## src/rtl/slink_pkg.sv

```systemverilog
package slink_pkg;

    parameter int unsigned WORD_W = 32;

    typedef struct packed {
        logic              tag;
        logic [WORD_W-1:0] word;
    } link_entry_t;

    typedef struct packed {
        logic              ok;
        logic              rtag;
        logic [WORD_W-1:0] rword;
    } port_reg_t;

endpackage

```

## src/rtl/slink_fifo.sv

```systemverilog
module slink_fifo
    import slink_pkg::*;
#(
    parameter int unsigned DEPTH = 16
) (
    input  logic        clk,
    input  logic        rst,
    input  logic        push,
    input  link_entry_t push_entry,
    input  logic        pop,
    output link_entry_t head,
    output logic        full,
    output logic        empty
);
    localparam int unsigned AW = $clog2(DEPTH);

    typedef struct packed {
        logic [AW:0] wp;
        logic [AW:0] rp;
    } ptr_t;

    ptr_t        st_d, st_q;
    link_entry_t mem_q [DEPTH];
    logic [AW:0] level;

    always_comb begin
        st_d = st_q;
        if (rst) begin
            st_d = '0;
        end else begin
            if (push) st_d.wp = st_q.wp + 1'b1;
            if (pop)  st_d.rp = st_q.rp + 1'b1;
        end
    end

    always_ff @(posedge clk) begin
        st_q <= st_d;
    end

    always_ff @(posedge clk) begin
        if (push) mem_q[st_q.wp[AW-1:0]] <= push_entry;
    end

    assign empty = (st_q.wp == st_q.rp);
    assign full  = (st_q.wp[AW] != st_q.rp[AW]) &&
                   (st_q.wp[AW-1:0] == st_q.rp[AW-1:0]);
    assign head  = mem_q[st_q.rp[AW-1:0]];
    assign level = st_q.wp - st_q.rp;

    a_r8_no_push_when_full: assert property (@(posedge clk) disable iff (rst)
        push |-> !full);
    a_r8_no_pop_when_empty: assert property (@(posedge clk) disable iff (rst)
        pop |-> !empty);
    a_r9_level_held: assert property (@(posedge clk) disable iff (rst)
        (push && pop) |=> (level == $past(level)));

endmodule

```

## src/rtl/slink_cpu_port.sv

```systemverilog
module slink_cpu_port
    import slink_pkg::*;
#(
    parameter bit IS_PUT = 1'b1
) (
    input  logic              clk,
    input  logic              rst,
    input  logic              req,
    input  logic              nb,
    input  logic              ctl,
    input  logic [WORD_W-1:0] wdata,
    input  logic              full,
    input  logic              empty,
    input  link_entry_t       head,
    output logic              push,
    output link_entry_t       push_entry,
    output logic              pop,
    output logic              stall,
    output logic              ok,
    output logic [WORD_W-1:0] rdata,
    output logic              rctl
);
    port_reg_t r_d, r_q;
    logic      room;
    logic      go;

    always_comb begin
        room  = IS_PUT ? !full : !empty;
        go    = req && room && !rst;
        stall = req && !nb && !room && !rst;
        push  = IS_PUT && go;
        pop   = !IS_PUT && go;
        push_entry.tag  = ctl;
        push_entry.word = wdata;

        r_d    = r_q;
        r_d.ok = go;
        if (pop) begin
            r_d.rword = head.word;
            r_d.rtag  = head.tag;
        end
        if (rst) r_d = '0;
    end

    always_ff @(posedge clk) begin
        r_q <= r_d;
    end

    assign ok    = r_q.ok;
    assign rdata = r_q.rword;
    assign rctl  = r_q.rtag;

    a_r6_rdata_held: assert property (@(posedge clk) disable iff (rst)
        !$past(pop) |-> ($stable(rdata) && $stable(rctl)));
    a_r5_ok_needs_request: assert property (@(posedge clk) disable iff (rst)
        ok |-> $past(req));

endmodule

```

## src/rtl/fifo_link_port.sv

```systemverilog
module fifo_link_port
    import slink_pkg::*;
#(
    parameter int unsigned DEPTH = 16,
    parameter bit          TO_HW = 1'b1
) (
    input  logic              clk,
    input  logic              rst,
    input  logic              cpu_req,
    input  logic              cpu_nb,
    input  logic              cpu_ctl,
    input  logic [WORD_W-1:0] cpu_wdata,
    output logic [WORD_W-1:0] cpu_rdata,
    output logic              cpu_rctl,
    output logic              cpu_stall,
    output logic              cpu_ok,
    input  logic              hw_in_valid,
    input  logic              hw_in_tag,
    input  logic [WORD_W-1:0] hw_in_data,
    output logic              hw_in_ready,
    output logic              hw_out_valid,
    output logic              hw_out_tag,
    output logic [WORD_W-1:0] hw_out_data,
    input  logic              hw_out_ready
);
    link_entry_t port_entry, hw_entry, fifo_entry, head;
    logic        port_push, port_pop, hw_push, hw_pop;
    logic        fifo_push, fifo_pop, full, empty;

    slink_cpu_port #(.IS_PUT(TO_HW)) port_i (
        .clk        (clk),
        .rst        (rst),
        .req        (cpu_req),
        .nb         (cpu_nb),
        .ctl        (cpu_ctl),
        .wdata      (cpu_wdata),
        .full       (full),
        .empty      (empty),
        .head       (head),
        .push       (port_push),
        .push_entry (port_entry),
        .pop        (port_pop),
        .stall      (cpu_stall),
        .ok         (cpu_ok),
        .rdata      (cpu_rdata),
        .rctl       (cpu_rctl)
    );

    assign hw_entry.tag  = hw_in_tag;
    assign hw_entry.word = hw_in_data;
    assign hw_push = !TO_HW && hw_in_valid && !full && !rst;
    assign hw_pop  = TO_HW && hw_out_ready && !empty && !rst;

    assign fifo_push  = TO_HW ? port_push : hw_push;
    assign fifo_pop   = TO_HW ? hw_pop : port_pop;
    assign fifo_entry = TO_HW ? port_entry : hw_entry;

    slink_fifo #(.DEPTH(DEPTH)) fifo_i (
        .clk        (clk),
        .rst        (rst),
        .push       (fifo_push),
        .push_entry (fifo_entry),
        .pop        (fifo_pop),
        .head       (head),
        .full       (full),
        .empty      (empty)
    );

    assign hw_in_ready  = !TO_HW && !full;
    assign hw_out_valid = TO_HW && !empty;
    assign hw_out_tag   = head.tag;
    assign hw_out_data  = head.word;

    generate
        if (TO_HW) begin : g_chk_tx
            a_r4_stall_only_full: assert property (@(posedge clk) disable iff (rst)
                cpu_stall |-> hw_out_valid);
            a_r1_valid_persists: assert property (@(posedge clk) disable iff (rst)
                (hw_out_valid && !hw_out_ready) |=> hw_out_valid);
        end else begin : g_chk_rx
            a_r3_stall_only_empty: assert property (@(posedge clk) disable iff (rst)
                cpu_stall |-> hw_in_ready);
            a_r8_ready_persists: assert property (@(posedge clk) disable iff (rst)
                (!hw_in_ready && !cpu_req) |=> !hw_in_ready);
        end
    endgenerate

endmodule

```

## config.mk

```make
export PLATFORM = sky130hd
export DESIGN_NAME = fifo_link_port
export DESIGN_NICKNAME = d
export VERILOG_FILES = /design/src/rtl/slink_pkg.sv /design/src/rtl/slink_fifo.sv /design/src/rtl/slink_cpu_port.sv /design/src/rtl/fifo_link_port.sv
export SDC_FILE = /design/constraint.sdc
export NUM_CORES = 1
export LEC_CHECK = 0
export ABC_AREA = 1
export BUFFER_PORTS_ARGS = -buffer_cell sky130_fd_sc_hd__buf_4
export CAP_MARGIN = 20
export CORE_AREA = 2 2 227 229
export DETAILED_ROUTE_END_ITERATION = 7
export DIE_AREA = 0 0 229 231
export PLACE_DENSITY = 0.61
export SYNTH_ARGS = -nofsm -noshare
export SYNTH_HDL_FRONTEND = slang
export SYNTH_SLANG_ARGS = --single-unit
```

## constraint.sdc

```tcl
create_clock -name clk -period 3.2 [get_ports clk]
set_input_delay 0.32 -clock clk [delete_from_list [all_inputs] [get_ports clk]]
set_output_delay 0.32 -clock clk [all_outputs]
set_load 0.01 [all_outputs]
```

# Word level (Yosys, flattened, before mapping)
# Memories as Yosys holds them, arrays and structs flattened. A register that Yosys moved wholly into a read port is not among the register bits.
# Index checks and enable logic that the tools add are counted.
# totals
register_bits	11
ram_bits	528
inputBits	72
output_inout_bits	70
wordCells	25
memories	1
# memory_table
memory	words	word_bits	rd	rd_clocked_by_memory_dff	write_ports	line	source
fifo_i.mem_q	16	33	1	1	1	slink_fifo.sv:23	link_entry_t mem_q [DEPTH];
# op_classes
addsub	2
eq_ne	3
mux	4
n_reduce_logical	12
# op_table
cell	count
5-bit by 1-bit adder with 5-bit output (second input constant)	2
1-bit logical AND	8
4-bit two-way mux	2
5-bit equality test	1
4-bit equality test	1
1-bit zero test	4
1-bit two-way mux	2
1-bit inequality test	1

# Longest topological paths before layout
# Gate-level depths: netlist of the first run.
# logic_depth
depth_word	7
mapped_depth	10
depth_no_buf	9

# Cells and area by module
# Synthesis of the first run repeated with hierarchy kept, for this count alone.
# unflattened
hier_cells	2296
hier_area_um2	23732.8
# modules_own_cells
mod	n_inst	cells_each	area_each_um2	seq_area_each_um2
slink_fifo	1	2214	23148.5	16135.5
slink_cpu_port	1	77	556.8	20.0
fifo_link_port	1	5	27.5	0.0

# Worst setup path before layout of the first run
# No wires, ideal clock.
# synth_path
path_kind	register -> register
from	register fifo_i.st_q[7] (netlist bit)
to	memory fifo_i.mem_q[0][0] (netlist bit) (enable)
setup_time_ns	0.423
t_arrival_ns	2.437
required_ns	2.777
setup_slack_ns	0.340
path_stages_with_launch	11
path_buffers	1
period_less_slack_ns	2.860
cell_sequence	dfxtp_1 -> buf_2 -> inv_2 -> nand2_1 -> nand2_1 -> nor2_1 -> nand3_2 -> nand2_2 -> inv_2 -> nand2_1 -> nor2_1
# synth_via
elab_chain_cells	7
# synth_rtl
item	line	source
start, declared	slink_fifo.sv:22	ptr_t st_d, st_q;
start signal, assigned	slink_fifo.sv:37	st_q <= st_d;
4-bit equality test	slink_fifo.sv:46	(st_q.wp[AW-1:0] == st_q.rp[AW-1:0]);
1-bit logical AND	slink_fifo.sv:45	assign full = (st_q.wp[AW] != st_q.rp[AW]) &&
1-bit zero test	slink_cpu_port.sv:28	room = IS_PUT ? !full : !empty;
1-bit logical AND (2 in a row)	slink_cpu_port.sv:29	go = req && room && !rst;
1-bit two-way mux	slink_fifo.sv:41	if (push) mem_q[st_q.wp[AW-1:0]] <= push_entry;
1-bit two-way mux (not written as such)	slink_fifo.sv:41	
end, declared	slink_fifo.sv:23	
# Several ways; a longest one is shown, not always the timed one.

==> qor.yml, run 1 <==
clocking:
  clockRootBuffer: "clkbuf_16"
  post-cts-setup-buffer-count: 0
  clk_latency_ns: 0.62
  clk_pin_slew_ns: 0.06
  htreeDepth: 2
  numCtsBuffers: 55
  ctsLongestPathBuffers: 3
  cts_tree: "built"
  cts.sinks: 543
route:
  num_vias: 13700
  drc: 0
  dr.pass1.iters: 5
  final_antenna_net_count: 0
  drt-total-wl_microns: 50200
  drt-wirelength-per-cell_microns: 18.9
  viasPerCell: 5.17
  drt_iter0_markers: 1211
die:
  num_io_pins: 142
  die_x_microns: 229
  initial_core_util_pct: 44.4
  die_y_microns: 231
  core_area_sq_um: 50700
  dieArea_sq_um: 52900
  rows: 83
logic_synthesis:
  ys_types: 26
  synthFlopType: "edfxtp_1"
  synthSimpleGateAreaFrac_pct: 8.69
  synth.avg_cell_area_sq_um: 12.3
  synth_top_family_by_area: "compound AO/OA/AOI/OAI gates"
  ys_seq_area_share_pct: 71.9
  netlist_instances: 1829
  synth.top_cell.area_share_pct: 70.5
  synth_compound_area_share_pct: 10.5
  synth_fa_ha_area_share_pct: 0.278
  synth_mux_area_share_pct: 0
  yosysTopAreaCell: "edfxtp_1"
  synth_area_sq_um: 22500
  ys_warn_count: 0
  synthXorXnorAreaFrac_pct: 0.156
  synth-seq-cells: 543
  ys_top_cells_by_area: "edfxtp_1 (71%), inv_1 (4.6%), nand3_1 (4.6%)"
  synthArstFlopShare_pct: 0
  synth_most_common_cell: "edfxtp_1"
  synth_edf_count: 528
  ys_top_cells_by_count: "edfxtp_1 (528), inv_1 (278), nand3_1 (208), nand2_1 (198), a21oi_1 (139)"
timing:
  tightest_slew_ns: 0.691
  setup-tns-final_ns: 0
  period_needed_ns: 2.84
  fmax_mhz: 352
  slew_headroom_pct: 53.9
  hold_slack_ns: 0.0218
  finalSetupViolCount: 0
  slew_violations: 0
  rsz0062_at_grt: "false"
  post-route-period-util_pct: 88.8
  final_hold_viol_count: 0
  skew_ns: 0.0175
setup_path:
  reg2reg_from: "fifo_i.st_q[7]"
  max_stage_delay_ns: 0.65
  path_class: "reg2out"
  worstSetupStartpointType: "register"
  cp.required_ns: 2.88
  path_buf_inv: 2
  cp.arrival_ns: 2.52
  cp_slowest_cell: "dfxtp_4"
  crit_chain: "buf_4, a21oi_1, o21ai_0, nand3_1, nand3_1, nand2_1, buf_4"
  reg2reg_depth: 9
  worstSetupEndpointType: "output port"
  reg2reg_to: "fifo_i.mem_q[7][6]"
  cp_max_fo: 58
  crit_family: "buffers and inverters"
  rrSetupSlack_ns: 0.57
placement:
  gp_congestion: 0.849
  place_hpwl_microns: 26700
  port_buffers: 73
final_layout:
  nFillCells: 4354
  nets: 2005
  syn2layout_area_growth_pct: 14.9
  diodes: 0
  drive_above_1_share_pct: 11.3
global_routing:
  grt_max_degree: 135
  grt.total_usage_pct: 18.9
  grt_overflow: 0
  antenna_found_initial: 0
  grt_first_pass_wirelength_microns: 76600
  grt_pass1_vias: 13200
min_path:
  hold_depth: 1
  hold_start: "cpu_wdata[16]"
  hold_end: "fifo_i.mem_q[11][16]"
  min_path_type: "in2reg"
power_and_ir_drop:
  p_leak_nw: 9.21
  ir_drop_mv: 0.446
  power.density_nw_per_um2: 592
status:
  status: "finished clean"
run:
  max-cap-violations: 0
-- layout by cell type, fill, tap and decap left out, drive strengths merged --
| cell | n |
|---|---|
| o211ai | 132 |
| inv | 283 |
| a21oi | 139 |
| o21ai | 134 |
| nor2 | 30 |
| ha | 5 |
| dfxtp | 15 |
| xor2 | 2 |
| clkbuf | 66 |
| clkinv | 30 |
| nor3 | 1 |
| dlygate4sd3 | 30 |
| nand2 | 199 |
| buf | 124 |
| nand3 | 210 |
| edfxtp | 528 |
| bufinv | 4 |
| xnor2 | 2 |
| nand4 | 3 |
| nor4 | 1 |
| conb | 34 |
-- logic make-up after synthesis --
family	after synthesis
AO/OA/AOI/OAI	405
flip-flops	543
XOR/XNOR	4
other	1
adder cells (fa/ha/maj)	5
buffers and inverters	427
AND/OR/NAND/NOR	444
-- stage by stage --
stage          power (mW)  instance area (sq um)  util (%)  std cells  setup slack, ns
6_report             15.3                  25800      51.0       2652            0.358
5_1_grt              15.8                  25800      51.0       2652            0.171
4_1_cts              15.4                  25800      51.0       2652            0.322
3_5_place_dp         9.28                  23800      47.0       2521            0.513
3_3_place_gp         9.25                  23800      47.0       2521            0.546
2_1_floorplan        8.89                  22600         -       1862            0.340
-- timing repair --
item                                   CTS  global route
gates resized for setup                  0             0
endpoints found under the hold margin  426             0
hold buffers                            30             0
-- worst max-delay path by stage --
stage / from / to / slack, ns / cells after the start
detailed placement: fifo_i.st_q[5] / fifo_i.mem_q[7][14] / 0.51 / 9
CTS: register / hw_out_data[5] / 0.32 / 7
finish: register / hw_out_data[5] / 0.36 / 7
global route: register / hw_out_data[11] / 0.17 / 7
floorplan: fifo_i.st_q[7] / fifo_i.mem_q[0][0] / 0.34 / 10
global placement: fifo_i.st_q[5] / fifo_i.mem_q[7][14] / 0.55 / 9
-- per-layer routing --
metal | up-vias | share of wire [%] | global-route usage, %
met3 | 66 | 5.3 | 3.10
li1 | 6600 | - | -
met5 | - | 0 | 0
met1 | 6696 | 46 | 26.5
met2 | 355 | 47 | 30.8
met4 | 0 | 2.0 | 5.03
-- flip-flops by register name, summed over array words and instances, names as in the netlist, named ones only --
name and flops:
port_i.ok 1, fifo_i.st_q 10, fifo_i.mem_q 528
-- report_power, final --
group          total, mW  switching [mW]  leakage [nW]  internal, mW
registers           7.90          0.0525          4.88          7.85
clock network       6.15            2.67         0.835          3.48
logic               1.25           0.800          3.49         0.455
total               15.3            3.52          9.21          11.8
-- cell type report --
class | instances | area [sq um] | share of cell area, %
clock buffers | 66 | 1420 | 5.49
repair buffers | 154 | 1370 | 5.30
multi-input cells | 892 | 4660 | 18.0
inverters | 282 | 1060 | 4.10
well taps | 680 | 851 | 3.29
clock inverters | 35 | 303 | 1.17
flip-flops and latches | 543 | 16200 | 62.6
No activity file was read; power rests on OpenSTA's default activity.
==> run 2, diff against run 1 <==
- REMOVE_ABC_BUFFERS: unset -> 1
==> qor.yml, run 2 (same netlist as run 1, synthesis figures left out) <==
final_layout:
  seqCellArea_sq_um: 16200  # unchanged
  drive_above_1_share_pct: 10.7  # -0.58 points
  final_cell_mix: "edfxtp_1 (528), inv_1 (276), nand3_1 (208)"
  nets: 1971  # -1.7%
  syn2layout_area_growth_pct: 13.4
  diodes: 0  # unchanged
  nFillCells: 4381  # +0.62%
  multi_input_area_sq_um: 4660  # unchanged
  final_common_cell: "edfxtp_1"
  largest_reg_flops: 528  # unchanged
  final_cell_count_no_fill: 2618  # -1.3%
placement:
  gp_congestion: 0.787  # -7.3%
  dp.cells: 2502  # -0.75%
  place_hpwl_microns: 24400  # -8.4%
  dpl_worst_slack_ns: 0.384  # -0.130 ns
  port_buffers: 73  # unchanged
run:
  max-cap-violations: 0  # unchanged
timing:
  final_hold_viol_count: 0  # unchanged
  skew_ns: 0.0122  # -0.00531 ns
  fmax_mhz: 356  # +1.1%
  tightest_slew_ns: 1.07  # +0.383 ns
  post-route-period-util_pct: 87.9  # -0.95 points
  rsz0062_at_grt: "false"
  period_needed_ns: 2.81  # -0.0303 ns
  fin_ws_ns: 0.388  # +0.0303 ns
  finalSetupViolCount: 0  # unchanged
  slew_headroom_pct: 28.3  # -26 points
  slew_violations: 0  # unchanged
setup_path:
  reg2reg_to: "fifo_i.mem_q[12][20]"
  reg2reg_from: "fifo_i.st_q[7]"
  path_class: "reg2reg"
  worstSetupEndpointType: "register"
  cp_max_fo: 22  # -62%
  cp.arrival_ns: 3.09  # +0.57 ns
  rrSetupSlack_ns: 0.39  # -0.18 ns
  reg2reg_depth: 9  # unchanged
  cp.required_ns: 3.48  # +0.60 ns
  worstSetupStartpointType: "register"
power_and_ir_drop:
  p_leak_nw: 9.04  # -1.9%
  ir_drop_mv: 0.378  # -15%
  power.density_nw_per_um2: 596  # +0.67%
  p_total_mw: 15.2  # -0.62%
global_routing:
  grt_overflow: 0  # unchanged
  grt_first_pass_wirelength_microns: 74800  # -2.3%
  antenna_found_initial: 1  # +1
  grt.total_usage_pct: 18.5  # -0.44 points
  grt_pass1_vias: 12700  # -3.6%
  grt_max_degree: 132  # -2.2%
clocking:
  htreeDepth: 2  # unchanged
  clk_latency_ns: 0.60  # -0.02 ns
  post-cts-setup-buffer-count: 0  # unchanged
  ctsLongestPathBuffers: 3  # unchanged
  cts_tree: "built"
  numCtsBuffers: 54  # -1.8%
  cts.sinks: 543  # unchanged
  clockRootBuffer: "clkbuf_16"
  clk_pin_slew_ns: 0.06  # about the same
route:
  num_vias: 13400  # -2.0%
  viasPerCell: 5.14  # -0.69%
  drt-wirelength-per-cell_microns: 18.6  # -1.8%
  drt-total-wl_microns: 48600  # -3.1%
  drc: 0  # unchanged
  dr.pass1.iters: 6  # +1
  final_antenna_net_count: 0  # unchanged
  drt_iter0_markers: 1341  # +11%
min_path:
  hold_end: "fifo_i.st_q[5]"
  hold_start: "cpu_req"
  min_path_type: "in2reg"
  hold_depth: 3  # +2
die:
  initial_core_util_pct: 44.4  # unchanged
  die_x_microns: 229  # unchanged
  dieArea_sq_um: 52900  # unchanged
  num_io_pins: 142  # unchanged
  rows: 83  # unchanged
  core_area_sq_um: 50700  # unchanged
  die_y_microns: 231  # unchanged
status:
  status: "finished clean"
==> run 2: where the power goes <==
part	switching [mW]	leakage, nW	total [mW]	internal (mW)
clock network	2.60	0.824	6.08	3.49
logic	0.807	3.33	1.24	0.432
registers	0.0380	4.88	7.88	7.85
==> run 2: final cells by class <==
cell class | count | share of cell area [%]
sequential | 543 | 63.4
multi-input combinational | 892 | 18.3
clock buffer | 70 | 5.66
timing repair buffer | 121 | 4.23
inverter | 282 | 4.15
tap | 680 | 3.34
clock inverter | 30 | 0.937
==> run 2: worst max path at each step <==
stage                               from                   end  slack [ns]
after detailed placement  fifo_i.st_q[7]  fifo_i.mem_q[12][20]        0.38
after floorplan                 register       hw_out_data[11]       -6.41
after CTS                       register       hw_out_data[26]        0.34
after global placement    fifo_i.st_q[7]  fifo_i.mem_q[10][15]        0.44
after global routing      fifo_i.st_q[7]  fifo_i.mem_q[12][17]        0.17
final                     fifo_i.st_q[7]  fifo_i.mem_q[12][20]        0.39
==> run 2: metrics by stage <==
stage,cell area (sq um),hold slack [ns],utilization (%),setup TNS (ns)
after global routing,25500,0.0104,50.3,0
after global placement,23600,0.493,46.6,0
after floorplan,21700,0.389,-,-211.45
final,25500,0.0179,50.3,0
after detailed placement,23600,0.511,46.6,0
after CTS,25500,0.000780,50.2,0
==> run 2: timing repair <==
item,4_1_cts,5_1_grt
endpoints found under the hold margin,195,0
hold buffers,15,0
gates resized for setup,0,0
==> run 2: metal layers <==
metal | wire [microns] | vias to the layer above | track usage, %
met5 | 16 | - | 0
met4 | 800 | 2 | 4.38
met3 | 2990 | 59 | 3.36
met2 | 22100 | 376 | 28.4
met1 | 22700 | 6495 | 27.4
li1 | - | 6516 | -
==> run 2: worst max-delay path, stage by stage (launching register included) <==
cell     delay [ns]
dfxtp_1        0.51
nand2_1        0.10
nand2_1        0.06
nor2_1         0.07
nand3_2        0.07
nand2_2        0.06
inv_2          0.10
nand2_1        0.24
nor2_4         0.87
buf_4          0.40
==> run 3, diff against run 2 <==
- ABC_AREA: 1 -> unset
- CORE_AREA: 2 2 227 229 -> 2 2 220 222
- DIE_AREA: 0 0 229 231 -> 0 0 222 224
==> qor.yml, run 3 <==
status:
  status: "finished clean"
logic_synthesis:
  synth_most_common_cell: "edfxtp_1"
  synth-seq-cells: 543  # unchanged
  synth.top_cell.area_share_pct: 75.5  # +4.9 points
  ys_seq_area_share_pct: 76.9  # +5.0 points
  netlist_instances: 881  # -52%
  ys_types: 36  # +38%
  ys_top_cells_by_area: "edfxtp_1 (75%), mux4_2 (18%), dfxtp_1 (1.4%)"
  synth_area_sq_um: 21000  # -6.6%
  synth.avg_cell_area_sq_um: 23.8  # +94%
  synth_edf_count: 528  # unchanged
  synthFlopType: "edfxtp_1"
  ys_top_cells_by_count: "edfxtp_1 (528), mux4_2 (165), buf_4 (34), clkbuf_1 (17), dfxtp_1 (15)"
  ys_warn_count: 0  # unchanged
  yosysTopAreaCell: "edfxtp_1"
  synthArstFlopShare_pct: 0  # unchanged
route:
  final_antenna_net_count: 0  # unchanged
  viasPerCell: 5.61  # +9.3%
  dr.pass1.iters: 5  # -1
  num_vias: 9361  # -30%
  drt-total-wl_microns: 42700  # -12%
  drt-wirelength-per-cell_microns: 25.6  # +38%
  drc: 0  # unchanged
  drt_iter0_markers: 888  # -34%
power_and_ir_drop:
  ir_drop_mv: 0.381  # +0.71%
  p_comb_share_pct: 10.9  # +2.7 points
  p_total_mw: 16.0  # +5.5%
  pwr-share-clk_pct: 39.7  # -0.3 points
  power_frac_seq_pct: 49.3  # -2.6 points
  power.switching_mw: 3.50  # +1.7%
  p_leak_nw: 7.59  # -16%
  power.density_nw_per_um2: 656  # +10%
  internal_power_mw: 12.5  # +6.6%
  p_sw_share_pct: 21.8  # -0.82 points
final_layout:
  diodes: 0  # unchanged
  final_cell_count_no_fill: 1668  # -36%
  nFillCells: 3669  # -16%
  nets: 1084  # -45%
  multi_input_area_sq_um: 4540  # -2.5%
  final_common_cell: "edfxtp_1"
  largest_reg_flops: 528  # unchanged
  syn2layout_area_growth_pct: 16.4
  seqCellArea_sq_um: 16200  # unchanged
  drive_above_1_share_pct: 36.8  # +26 points
  final_cell_mix: "edfxtp_1 (528), mux4_2 (165), buf_4 (92)"
  utilization_pct: 51.6  # +1.3 points
setup_path:
  crit_family: "multiplexers"
  path_buf_inv: 2  # unchanged
  cp_max_fo: 19  # -14%
  cp_slowest_cell: "mux4_2"
  cp.arrival_ns: 2.72  # -0.37 ns
  crit_chain: "buf_4, mux4_2, mux4_2, buf_4"
  cp.required_ns: 2.88  # -0.60 ns
  path_class: "reg2out"
  worstSetupStartpointType: "register"
  max_stage_delay_ns: 0.56  # -0.31 ns
  worstSetupEndpointType: "output port"
clocking:
  htreeDepth: 2  # unchanged
  post-cts-setup-buffer-count: 0  # unchanged
  ctsLongestPathBuffers: 3  # unchanged
  clk_latency_ns: 0.59  # about the same
  numCtsBuffers: 54  # unchanged
  clk_pin_slew_ns: 0.06  # about the same
  cts.sinks: 543  # unchanged
  clockRootBuffer: "clkbuf_16"
  cts_tree: "built"
global_routing:
  antenna_found_initial: 1  # unchanged
  grt_overflow: 0  # unchanged
  grt_first_pass_wirelength_microns: 63200  # -15%
  grt.total_usage_pct: 17.6  # -0.92 points
  grt_pass1_vias: 9622  # -24%
  grt_max_degree: 44  # -67%
timing:
  rsz0062_at_grt: "false"
  final_hold_viol_count: 0  # unchanged
  post-route-period-util_pct: 94.9  # +7.1 points
  tightest_slew_ns: 0.521  # -0.552 ns
  slew_violations: 0  # unchanged
  fmax_mhz: 329  # -7.4%
  finalSetupViolCount: 0  # unchanged
  slew_headroom_pct: 65.2  # +37 points
  period_needed_ns: 3.04  # +0.226 ns
  skew_ns: 0.0169  # +0.00475 ns
die:
  die_y_microns: 224  # -3.0%
  die_x_microns: 222  # -3.1%
  initial_core_util_pct: 44.4  # about the same
  rows: 80  # -3.6%
  core_area_sq_um: 47300  # -6.6%
  dieArea_sq_um: 49700  # -6.0%
  num_io_pins: 142  # unchanged
placement:
  place_hpwl_microns: 22100  # -9.5%
  dp.cells: 1561  # -38%
  port_buffers: 73  # unchanged
  gp_congestion: 0.719  # -8.7%
run:
  max-cap-violations: 0  # unchanged
min_path:
  min_path_type: "in2reg"
[run 3: layout make-up]
class / instances / share of cell area (%)
Clock buffer: 63 / 5.93
Clock inverter: 39 / 1.46
Inverter: 6 / 0.0921
Multi-Input combinational cell: 285 / 18.6
Sequential cell: 543 / 66.1
Tap cell: 615 / 3.15
Timing Repair Buffer: 117 / 4.67
[run 3: metal layers]
layer	GRT usage (%)	vias to the layer above	wire length [microns]	share of wire, %
met2	27.6	277	20700	48
met3	3.63	59	2630	6.2
met4	4.23	2	728	1.7
met1	25.5	5054	18700	44
li1	-	3969	-	-
met5	0	-	8	0.019
[run 3: stage by stage]
step	setup WS [ns]	hold WS, ns	instance area, sq um	setup TNS (ns)
global placement	0.706	0.513	22600	0
detailed placement	0.728	0.524	22600	0
finish	0.162	0.0244	24400	0
global route	0.0150	0.0149	24400	0
floorplan	-3.74	0.392	20600	-795.59
CTS	0.0774	0.00220	24400	0
[run 3: final timing paths]
check / from / to / slack [ns] / cells after the start
setup / recovery: register / hw_out_data[11] / 0.16 / 4
setup reg to reg: fifo_i.st_q[8] / fifo_i.mem_q[10][10] / 0.80 / 6
hold reg to reg: fifo_i.st_q[1] / register / 0.54 / 2
hold / removal: cpu_wdata[17] / fifo_i.mem_q[8][17] / 0.02 / 1
[run 3: power by group through the flow]
stage | sequential [mW] | clock (mW) | combinational (mW)
floorplan | 8.27 | 0 | 1.16
global placement | 8.07 | 0 | 1.78
detailed placement | 8.07 | 0 | 1.79
CTS | 7.92 | 6.51 | 1.80
global route | 7.92 | 6.78 | 1.89
finish | 7.92 | 6.38 | 1.75
[run 3: kinds of logic after synthesis]
family	Yosys count	share of synthesized area, %
flops	543	76.9
mux	174	18.2
buf+inv	86	2.53
simple gates	48	1.22
compound gates	18	0.625
xor+xnor	6	0.250
fa+ha+maj	5	0.298
other cells	1	0.0179
[run 3: timing repair]
action	in CTS	in global routing
resized for setup	0	0
hold buffers	5	0
hold endpoints to repair	57	0
[run 3: worst reg2reg max path: stages (launching register included)]
cell and delay (ns):
dfxtp_1 0.59, xnor2_1 0.14, nand4_1 0.22, o21ai_2 0.10, buf_4 0.22, nor4_2 0.36
buf_4 0.41
